--- src/rtl/i2c_ctl_pkg.sv ---
package i2c_ctl_pkg;
    localparam int BYTE_W   = 8;
    localparam int CNT_W    = $clog2(BYTE_W + 1);
    localparam int ATT_W    = 6;
    localparam int FIELD_W  = 5;
    localparam logic [BYTE_W-1:0] TGT_ADDR_BYTE = 8'h88;

    localparam logic [ATT_W-1:0]   ATT_RST  = 6'h3F;
    localparam logic [FIELD_W-1:0] GSEL_RST = 5'h00;
    localparam logic [FIELD_W-1:0] PWR_RST  = 5'h1F;
    localparam logic [FIELD_W-1:0] MODE_RST = 5'h00;

    typedef enum logic [1:0] {RX_IDLE, RX_BITS, RX_ACK} rx_state_e;

    typedef struct packed {
        logic [ATT_W-1:0]   att_l;
        logic [ATT_W-1:0]   att_r;
        logic [FIELD_W-1:0] gsel_l;
        logic [FIELD_W-1:0] gsel_r;
        logic [FIELD_W-1:0] pwr;
        logic [FIELD_W-1:0] mode;
    } ctl_regs_t;
endpackage

--- src/rtl/i2c_pin_sync.sv ---
module i2c_pin_sync #(
    parameter int STAGES = 2
) (
    input  logic clk,
    input  logic rst_n,
    input  logic scl_i,
    input  logic sda_i,
    output logic scl_s,
    output logic sda_s,
    output logic scl_rise,
    output logic scl_fall,
    output logic start_det,
    output logic stop_det
);
    typedef struct packed {
        logic [STAGES-1:0] scl_pipe;
        logic [STAGES-1:0] sda_pipe;
        logic              scl_prev;
        logic              sda_prev;
    } sync_t;

    sync_t s_d, s_q;

    assign scl_s = s_q.scl_pipe[STAGES-1];
    assign sda_s = s_q.sda_pipe[STAGES-1];

    always_comb begin
        s_d          = s_q;
        s_d.scl_pipe = {s_q.scl_pipe[STAGES-2:0], scl_i};
        s_d.sda_pipe = {s_q.sda_pipe[STAGES-2:0], sda_i};
        s_d.scl_prev = scl_s;
        s_d.sda_prev = sda_s;
    end

    always_ff @(posedge clk or negedge rst_n) begin
        if (!rst_n) s_q <= '1;
        else        s_q <= s_d;
    end

    assign scl_rise  =  scl_s & ~s_q.scl_prev;
    assign scl_fall  = ~scl_s &  s_q.scl_prev;
    assign start_det =  scl_s &  s_q.scl_prev &  s_q.sda_prev & ~sda_s;
    assign stop_det  =  scl_s &  s_q.scl_prev & ~s_q.sda_prev &  sda_s;
endmodule

--- src/rtl/i2c_byte_rx.sv ---
module i2c_byte_rx
    import i2c_ctl_pkg::*;
(
    input  logic              clk,
    input  logic              rst_n,
    input  logic              sda_s,
    input  logic              scl_rise,
    input  logic              scl_fall,
    input  logic              start_det,
    input  logic              stop_det,
    output logic              sda_oe,
    output logic              byte_vld,
    output logic [BYTE_W-1:0] byte_data
);
    typedef struct packed {
        rx_state_e         st;
        logic [CNT_W-1:0]  cnt;
        logic [BYTE_W-1:0] shreg;
        logic              is_addr;
        logic              oe;
        logic              vld;
    } rx_t;

    rx_t r_d, r_q;

    always_comb begin
        r_d     = r_q;
        r_d.vld = 1'b0;
        if (start_det) begin
            r_d.st      = RX_BITS;
            r_d.cnt     = '0;
            r_d.is_addr = 1'b1;
            r_d.oe      = 1'b0;
        end else if (stop_det) begin
            r_d.st = RX_IDLE;
            r_d.oe = 1'b0;
        end else begin
            case (r_q.st)
                RX_BITS: begin
                    if (scl_rise && r_q.cnt < CNT_W'(BYTE_W)) begin
                        r_d.shreg = {r_q.shreg[BYTE_W-2:0], sda_s};
                        r_d.cnt   = r_q.cnt + 1'b1;
                    end else if (scl_fall && r_q.cnt == CNT_W'(BYTE_W)) begin
                        if (r_q.is_addr) begin
                            if (r_q.shreg == TGT_ADDR_BYTE) begin
                                r_d.oe = 1'b1;
                                r_d.st = RX_ACK;
                            end else begin
                                r_d.st = RX_IDLE;
                            end
                        end else begin
                            r_d.oe  = 1'b1;
                            r_d.vld = 1'b1;
                            r_d.st  = RX_ACK;
                        end
                    end
                end
                RX_ACK: begin
                    if (scl_fall) begin
                        r_d.oe      = 1'b0;
                        r_d.st      = RX_BITS;
                        r_d.cnt     = '0;
                        r_d.is_addr = 1'b0;
                    end
                end
                default: r_d.oe = 1'b0;
            endcase
        end
    end

    always_ff @(posedge clk or negedge rst_n) begin
        if (!rst_n) begin
            r_q         <= '0;
            r_q.st      <= RX_IDLE;
        end else begin
            r_q <= r_d;
        end
    end

    assign sda_oe    = r_q.oe;
    assign byte_vld  = r_q.vld;
    assign byte_data = r_q.shreg;
endmodule

--- src/rtl/i2c_reg_file.sv ---
module i2c_reg_file
    import i2c_ctl_pkg::*;
(
    input  logic              clk,
    input  logic              rst_n,
    input  logic              byte_vld,
    input  logic [BYTE_W-1:0] byte_data,
    output ctl_regs_t         regs
);
    ctl_regs_t g_d, g_q;

    always_comb begin
        g_d = g_q;
        if (byte_vld) begin
            casez (byte_data[7:5])
                3'b00?:  g_d.att_l  = byte_data[ATT_W-1:0];
                3'b01?:  g_d.att_r  = byte_data[ATT_W-1:0];
                3'b100:  g_d.gsel_l = byte_data[FIELD_W-1:0];
                3'b101:  g_d.gsel_r = byte_data[FIELD_W-1:0];
                3'b110:  g_d.pwr    = byte_data[FIELD_W-1:0];
                default: g_d.mode   = byte_data[FIELD_W-1:0];
            endcase
        end
    end

    always_ff @(posedge clk or negedge rst_n) begin
        if (!rst_n) begin
            g_q.att_l  <= ATT_RST;
            g_q.att_r  <= ATT_RST;
            g_q.gsel_l <= GSEL_RST;
            g_q.gsel_r <= GSEL_RST;
            g_q.pwr    <= PWR_RST;
            g_q.mode   <= MODE_RST;
        end else begin
            g_q <= g_d;
        end
    end

    assign regs = g_q;
endmodule

--- src/rtl/i2c_ctl_bank.sv ---
module i2c_ctl_bank
    import i2c_ctl_pkg::*;
#(
    parameter int SYNC_STAGES = 2
) (
    input  logic       clk,
    input  logic       rst_n,
    input  logic       scl_i,
    input  logic       sda_i,
    output logic       sda_oe_o,
    output logic [5:0] att_l_o,
    output logic [5:0] att_r_o,
    output logic       mute_l_o,
    output logic       mute_r_o,
    output logic [2:0] gain_l_o,
    output logic [1:0] sel_l_o,
    output logic [2:0] gain_r_o,
    output logic [1:0] sel_r_o,
    output logic       dac_pd_o,
    output logic       rpd_o,
    output logic       lpd_o,
    output logic       off_prep_o,
    output logic       ref_pd_o,
    output logic       se_mode_o,
    output logic       mix_l_o,
    output logic       mix_r_o,
    output logic [1:0] fmt_o
);
    logic scl_s, sda_s, scl_rise, scl_fall, start_det, stop_det;
    logic byte_vld;
    logic [BYTE_W-1:0] byte_data;
    ctl_regs_t regs;

    i2c_pin_sync #(.STAGES(SYNC_STAGES)) u_sync (
        .clk(clk), .rst_n(rst_n), .scl_i(scl_i), .sda_i(sda_i),
        .scl_s(scl_s), .sda_s(sda_s), .scl_rise(scl_rise), .scl_fall(scl_fall),
        .start_det(start_det), .stop_det(stop_det)
    );

    i2c_byte_rx u_rx (
        .clk(clk), .rst_n(rst_n), .sda_s(sda_s), .scl_rise(scl_rise),
        .scl_fall(scl_fall), .start_det(start_det), .stop_det(stop_det),
        .sda_oe(sda_oe_o), .byte_vld(byte_vld), .byte_data(byte_data)
    );

    i2c_reg_file u_regs (
        .clk(clk), .rst_n(rst_n), .byte_vld(byte_vld),
        .byte_data(byte_data), .regs(regs)
    );

    assign att_l_o    = regs.att_l;
    assign att_r_o    = regs.att_r;
    assign mute_l_o   = &regs.att_l;
    assign mute_r_o   = &regs.att_r;
    assign gain_l_o   = regs.gsel_l[4:2];
    assign sel_l_o    = regs.gsel_l[1:0];
    assign gain_r_o   = regs.gsel_r[4:2];
    assign sel_r_o    = regs.gsel_r[1:0];
    assign dac_pd_o   = regs.pwr[4];
    assign rpd_o      = regs.pwr[3];
    assign lpd_o      = regs.pwr[2];
    assign off_prep_o = regs.pwr[1];
    assign ref_pd_o   = regs.pwr[0];
    assign se_mode_o  = regs.mode[4];
    assign mix_l_o    = regs.mode[3];
    assign mix_r_o    = regs.mode[2];
    assign fmt_o      = regs.mode[1:0];
endmodule

--- config.mk ---
export PLATFORM = sky130hd
export DESIGN_NAME = i2c_ctl_bank
export DESIGN_NICKNAME = d
export VERILOG_FILES = /design/src/rtl/i2c_ctl_pkg.sv /design/src/rtl/i2c_pin_sync.sv /design/src/rtl/i2c_byte_rx.sv /design/src/rtl/i2c_reg_file.sv /design/src/rtl/i2c_ctl_bank.sv
export SDC_FILE = /design/constraint.sdc
export NUM_CORES = 1
export LEC_CHECK = 0
export ABC_AREA = 1
export BUFFER_PORTS_ARGS = -buffer_cell sky130_fd_sc_hd__buf_2
export CORE_AREA = 2 2 111 59
export CTS_BUF_LIST = sky130_fd_sc_hd__clkbuf_8 sky130_fd_sc_hd__clkbuf_16
export DETAILED_ROUTE_END_ITERATION = 7
export DIE_AREA = 0 0 113 61
export GPL_ROUTABILITY_DRIVEN = 0
export PLACE_DENSITY_LB_ADDON = 0.1
export SETUP_SLACK_MARGIN = 0.5
export SKIP_LAST_GASP = 1
export SLEW_MARGIN = 20
export SYNTH_ARGS = -nofsm -noshare
export SYNTH_HDL_FRONTEND = slang
export SYNTH_SLANG_ARGS = --single-unit
--- constraint.sdc ---
create_clock -name clk -period 3.5 [get_ports clk]
set_input_delay 0.35 -clock clk [delete_from_list [all_inputs] [get_ports clk]]
set_output_delay 0.35 -clock clk [all_outputs]
set_load 0.1 [all_outputs]
==> results of run 1 <==
## cell usage after synthesis, drive strengths merged
| library cell | n | area (um2) |
|---|---|---|
| a21oi | 5 | 25.0 |
| buf | 4 | 20.0 |
| dfrtp | 32 | 801 |
| dfstp | 23 | 604 |
| ha | 4 | 50.1 |
| inv | 23 | 86.3 |
| nand2 | 73 | 284 |
| nand3 | 15 | 90.1 |
| nand4 | 5 | 37.5 |
| nor2 | 23 | 98.8 |
| nor3 | 4 | 31.3 |
| o21ai | 38 | 190 |
| xnor2 | 1 | 8.76 |
## cells in the final DEF, fill, tap and decap left out, drive strengths merged
master and n:
nand2 73, xnor2 1, dfrtp 32, ha 4, nor2 23, nand4 5
nor3 4, clkbuf 7, a21oi 5, o21ai 38, nand3 15, buf 39
inv 23, dfstp 23, clkinvlp 1
## path summary, 6_finish.rpt
kind                                                    end  slack (ns)  cells after the start
min in group clk                    u_sync.s_d[5]$_DFF_PN1_        0.15                      1
worst min register to register       u_sync.scl_s$_DFF_PN1_        0.36                      0
worst max-delay path                               mute_l_o        1.71                      3
worst min-delay path            u_regs.regs[14]$_DFFE_PN0P_        0.12                      1
max in group asynchronous       u_regs.regs[24]$_DFFE_PN1P_        2.56                      2
worst max register to register      u_rx.sda_oe$_DFFE_PN0P_        2.06                     11
## stage by stage
step	instances	hold slack, ns	cell area, um2	utilization (%)	power (uW)
after global routing	370	0.150	2760	46.8	1670
after CTS	370	0.144	2760	46.8	1580
final	370	0.117	2760	46.8	1560
after floorplan	250	0.0544	2330	-	953
after detailed placement	362	0.347	2600	44.0	1050
after global placement	362	0.346	2600	44.0	1050
## registers in the layout, summed over array words and instances, names as in the netlist
name,flops
u_sync.s_d,2
u_rx.byte_vld,1
u_sync.s_q,2
u_sync.sda_s,1
u_regs.regs,32
u_sync.scl_s,1
u_rx.sda_oe,1
u_rx.r_q,7
u_rx.byte_data,8
## cell families (layout without fill, tap and decap cells)
family,after synthesis,in the layout
DFF,55,55
and+or+nand+nor,120,120
AOI/OAI and AO/OA,43,43
xor gates and xnor gates,1,1
buffers and inverters,27,70
adders and majority gates,4,4
## power by group through the flow
stage               logic, uW  registers (uW)  clock network [uW]
finish                    318             721                 518
floorplan                 230             723                   0
global route              372             729                 564
detailed placement        318             731                   0
CTS                       319             721                 535
global placement          317             731                   0
## routing by layer
layer | vias to the layer above | wire length (um) | GRT usage (%)
met5 | - | 0 | 0
met4 | 0 | 19 | 3.14
met3 | 2 | 266 | 4.60
met2 | 40 | 1780 | 21.8
met1 | 805 | 2810 | 25.1
li1 | 895 | - | -
## final cells by class
cell class              instances  share of cell area [%]
inverters                      23                    3.13
clock inverters                 1                   0.272
clock buffers                   7                    5.53
well taps                      77                    3.49
multi-input cells             168                    29.5
flip-flops and latches         55                    50.9
repair buffers                 39                    7.16
## worst max-delay path, delay by kind of cell (launching register included)
kind,cells,cell delay [ns]
flops,1,0.55
simple gates,2,0.17
buf+inv,1,0.42
==> summary.md, run 1 <==
| Metric | Value |
|---|---|
| Initial antenna violation count | 0 |
| Layout cells sized above 1 | 30.0% |
| Vias per cell | 4.71 |
| RSZ-0062 raised after global routing | false |
| Pre-CTS setup slack | 2.02 ns |
| Initial Util | 39.4% |
| Net Sw Frac | 30.3% |
| Max transition margin | 51.2% |
| Clock sinks | 55 |
| Crit Reg-Reg Startpoint | u_rx.r_q[11]$_DFFE_PN0P_ |
| Leak pwr | 0.00135 uW |
| Mean Syn Cell Area | 9.31 um2 |
| Area Growth Syn to Fin | 18.7% |
| First-pass GRT wire length | 8380 um |
| Post-DP HPWL | 3480 um |
| Slowest CP cell | dfstp_2 |
| CTS tree | yes |
| Drt pass-1 iters | 7 |
| Max Clk Rate | 0.558 GHz |
| # DRC | 5 |
| Largest net degree at the start of global routing | 34 |
| Final hold violations | 0 |
| DRT iter0 DRCs | 112 |
| Vias in the first global route | 1617 |
| Worst hold path type | input pin to async pin |
| Die Ht | 61 um |
| Largest family of logic cells by synthesized area | simple AND/OR/NAND/NOR gates |
| Critical-path cell list | nand4_1, nor2_1, buf_2 |
| Post-Route WL | 4880 um |
| Die area | 6890 um2 |
| Max Cap Violations | 0 |
| Crit-path max FO | 3 |
| Max-slew violations | 0 |
| Post-Synth Adder-Cell Area | 2.15% |
| CP required | 3.15 ns |
| P_sw | 472 uW |
| Gr usage total | 16.0% |
| Max stage delay on crit path | 0.55 ns |
| Port buffer count | 38 |
| Seq cells post-synth | 55 |
| Register area share after synthesis | 60.4% |
| Num rows | 20 |
| Pwr per Cell Area | 564 nW/um2 |
| Clk network pwr share | 33.3% |
| Worst-skew pair later-pin latency | 0.29 ns |
| Area occupied by multi-input gates | 816 um2 |
| Library cells used by synthesis | 21 |
| CP Capture Type | output port |
| Simple-gate share of the synthesized area | 23.3% |
| Reg clk slew, reported paths | 0.07 ns |
| FILL cells | 594 |
| DR vias | 1742 |
| Post-Synthesis Cells | 250 |
| Setup crit start | u_regs.regs[30]$_DFFE_PN1P_ |
| Internal | 1080 uW |
| Failing checks | DRC |
| Total CTS buffers | 5 |
| Slew @ Worst Pin | 0.732 ns |
| Post-synthesis mux area share | 0% |
| Syn nets | 258 |
| Final WS setup | 1.71 ns |
| Final min period | 1.79 ns |
| # nets final | 300 |
| Final worst path period share | 51.2% |
| Routed wire per std cell | 13.2 um |
| CTS resizes | 0 |
| Post-Synth XOR/XNOR Area | 0.376% |
| Antenna viol nets, final | 0 |
| Ports | 39 |
| Cts hold-fix bufs | 0 |
| Ys Warns | 0 |
| Setup crit start kind | flop |
| Final TNS setup | 0 ns |
| Fraction of power consumed by combinational cells | 20.4% |
| Core Area | 5910 um2 |
| Seq pwr share | 46.3% |
| # setup viols final | 0 |
| Mapped Area | 2330 um2 |
| Antenna cells | 0 |
| Critical path class | flop to output port |
| Clock Path Buffers | 2 |
| Status | finished, violations left |
| Clk root buf | clkbuf_16 |
| CP arrival | 1.44 ns |
| Htree depth | 2 |
| Final global-route overflow total | 0 |
| Number of setup buffers added after CTS | 0 |
| VDD IR max | 210 uV |
| Die X | 113 um |
| Final clock skew | 0.00291 ns |
| Synth Area in Compound Gates | 9.25% |
| Sequential cell area | 1410 um2 |
(Power assumes the default switching activity.)
==> inputs of run 2 (changes only) <==
Clock period 3.5 ns to 1.6 ns, I/O delays scaled along.
==> run 2 against run 1 <==
Effect of this change:
- via count up 21%
- highest routed layer unchanged
- global-route usage up 2.9 points
- flip-flop and latch count unchanged
- clock-buffer cell count unchanged
- the flow still finishes with violations (DRC)
- clock skew about the same
- sequential share of layout area down 16 points
- design area up 51%
- largest power group unchanged
- setup slack worse by 1.7 ns
- sequential power up 120%
- first-iteration DRC count up 62%
- core utilization up 24 points
==> summary.md, run 2 (same netlist as run 1, synthesis figures left out) <==
| Metric | Value |
|---|---|
| Vias in the first global route | 1818 (+12%) |
| # nets final | 351 (+17%) |
| Net Sw Frac | 32.5% (+2.2 points) |
| Post-Route WL | 6630 um (+36%) |
| Max transition margin | 75.0% (+24 points) |
| Fin cells | 421 (+14%) |
| Worst hold start | u_sync.s_d[3]$_DFF_PN1_ |
| Total CTS buffers | 5 (unchanged) |
| Tot Pwr | 4020 uW (+160%) |
| CP Capture Type | output port |
| DRT iter0 DRCs | 181 (+62%) |
| Crit Reg-Reg Startpoint | u_sync.scl_s$_DFF_PN1_ |
| Area Growth Syn to Fin | 78.9% |
| Ports | 39 (unchanged) |
| Final worst path period share | 96.6% |
| Htree depth | 2 (unchanged) |
| Internal | 2710 uW (+150%) |
| Die area | 6890 um2 (unchanged) |
| Clock Path Buffers | 2 (unchanged) |
| Worst hold path type | flop to flop |
| Clk root buf | clkbuf_16 |
| Largest net degree at the start of global routing | 56 (+65%) |
| Layout cells sized above 1 | 62.8% (+33 points) |
| Critical path class | flop to output port |
| VDD IR max | 828 uV (+300%) |
| Max FFs per register | 32 (unchanged) |
| Hold-critical path depth | 0 |
| Slowest CP cell | dfstp_4 |
| Initial Util | 39.4% (unchanged) |
| Seq pwr share | 39.6% (-6.7 points) |
| Critical-path cell list | nand4_1, nor2_4, buf_12 |
| Pre-CTS setup slack | 0.181 ns (-1.84 ns) |
| Failing checks | DRC |
| Final TNS setup | 0 ns (unchanged) |
| Antenna viol nets, final | 0 (unchanged) |
| Clk network pwr share | 31.3% (-2.0 points) |
| Max Cap Violations | 0 (unchanged) |
| Final global-route overflow total | 0 (unchanged) |
| Crit-path max FO | 3 (unchanged) |
| First-pass GRT wire length | 9670 um (+15%) |
| Commonest non-fill, non-tap cell in the layout | nand2_1 |
| Die X | 113 um (unchanged) |
| Leak pwr | 0.00176 uW (+30%) |
| Setup crit start | u_regs.regs[23]$_DFFE_PN1P_ |
| Sequential cell area | 1470 um2 (+4.8%) |
| # DRC | 5 (unchanged) |
| Worst-skew pair later-pin latency | 0.29 ns (about the same) |
| Die Ht | 61 um (unchanged) |
| Area occupied by multi-input gates | 1250 um2 (+53%) |
| Final WS setup | 0.0550 ns (-1.65 ns) |
| Final clock skew | 0.00255 ns (-0.000363 ns) |
| DR vias | 2101 (+21%) |
| Clock sinks | 55 (unchanged) |
| RSZ-0062 raised after global routing | true |
| Fraction of power consumed by combinational cells | 29.1% (+8.7 points) |
| FILL cells | 405 (-32%) |
| Max Clk Rate | 0.647 GHz |
| Port buffer count | 38 (unchanged) |
| Vias per cell | 4.99 (+6.0%) |
| Slew @ Worst Pin | 0.375 ns (-0.358 ns) |
| Initial antenna violation count | 0 (unchanged) |
| Status | finished, violations left |
| Drt pass-1 iters | 6 (-1) |
| DP Area | 2750 um2 (+5.7%) |
| Setup crit start kind | flop |
| P_sw | 1310 uW (+180%) |
| Dpl cells | 363 (+0.28%) |
| Final min period | 1.55 ns |
| CP arrival | 1.39 ns (-0.05 ns) |
| Max stage delay on crit path | 0.64 ns (+0.09 ns) |
| Final hold violations | 0 (unchanged) |
| Reg clk slew, reported paths | 0.07 ns (about the same) |
| Pwr per Cell Area | 964 nW/um2 (+71%) |
| Most frequent cells in the layout | 46 x nand2_1, 31 x buf_6, 28 x o21ai_1, 25 x buf_4, 21 x buf_12 |
| Core Area | 5910 um2 (unchanged) |
| Antenna cells | 0 (unchanged) |
| CTS tree | yes |
| Routed wire per std cell | 15.7 um (+19%) |
| Post-DP HPWL | 3390 um (-2.6%) |
| CP required | 1.44 ns (-1.71 ns) |
| Num rows | 20 (unchanged) |
| # setup viols final | 0 (unchanged) |
| Register-to-Register Path Depth | 9 (-2) |
| Max-slew violations | 0 (unchanged) |
| Final Instance Area | 4160 um2 (+51%) |
| Gr usage total | 18.9% (+2.9 points) |
[run 2: cell count changes in the layout (fill, tap and decap cells not counted), sizes merged]
cell         before  now
nand2            73   75
clkinvlp          1    0
nand3            15   17
clkinv            0    1
buf              39   83
dlygate4sd3       0    3
[run 2: worst max-delay path: cells and delay by family (launching register included)]
kind	cells	cell delay [ns]
and+or+nand+nor	2	0.27
DFF	1	0.64
buffers and inverters	1	0.18
[run 2: layout make-up]
cell class | count | area share (%)
Inverter | 23 | 2.55
Sequential cell | 55 | 35.4
Timing Repair Buffer | 86 | 25.5
Tap cell | 77 | 2.31
Multi-Input combinational cell | 172 | 30.0
Clock inverter | 1 | 0.0901
Clock buffer | 7 | 4.21
[run 2: final timing paths]
kind	end	slack, ns
worst max-delay path	mute_r_o	0.05
worst min-delay path	u_sync.sda_s$_DFF_PN1_	0.36
worst min register to register	u_sync.sda_s$_DFF_PN1_	0.36
max in group asynchronous	u_regs.regs[22]$_DFFE_PN1P_	0.91
min in group asynchronous	u_regs.regs[2]$_DFFE_PN0P_	0.38
worst max register to register	u_rx.sda_oe$_DFFE_PN0P_	0.16
[run 2: timing repair]
| action | CTS | global route |
|---|---|---|
| setup endpoints to repair | 84 | 70 |
| buffers inserted | 26 | 16 |
| pin swaps | 10 | 20 |
| hold buffers | 3 | 0 |
| cloned | 3 | 2 |
| resized for setup | 148 | 80 |
| hold endpoints to repair | 34 | 0 |
[run 2: metal layers]
metal  global-route usage, %  wire (um)  share of wire, %
met2                    25.6       2930                44
met3                    5.00        322               4.9
met5                       0          0                 0
met1                    29.5       3300                50
met4                    5.23         71               1.1
[run 2: power by group through the flow]
stage	Combinational (uW)	Clock, uW	Sequential (uW)
after CTS	990	1290	1570
after global placement	733	0	1600
after detailed placement	736	0	1600
after global routing	1280	1350	1610
after floorplan	530	0	1580
final	1170	1260	1590
[run 2: stage by stage]
stage,utilization (%),hold WS [ns]
after floorplan,-,-0.136
after global placement,46.6,0.181
final,70.5,0.357
after CTS,63.6,0.357
after global routing,70.5,0.360
after detailed placement,46.6,0.182
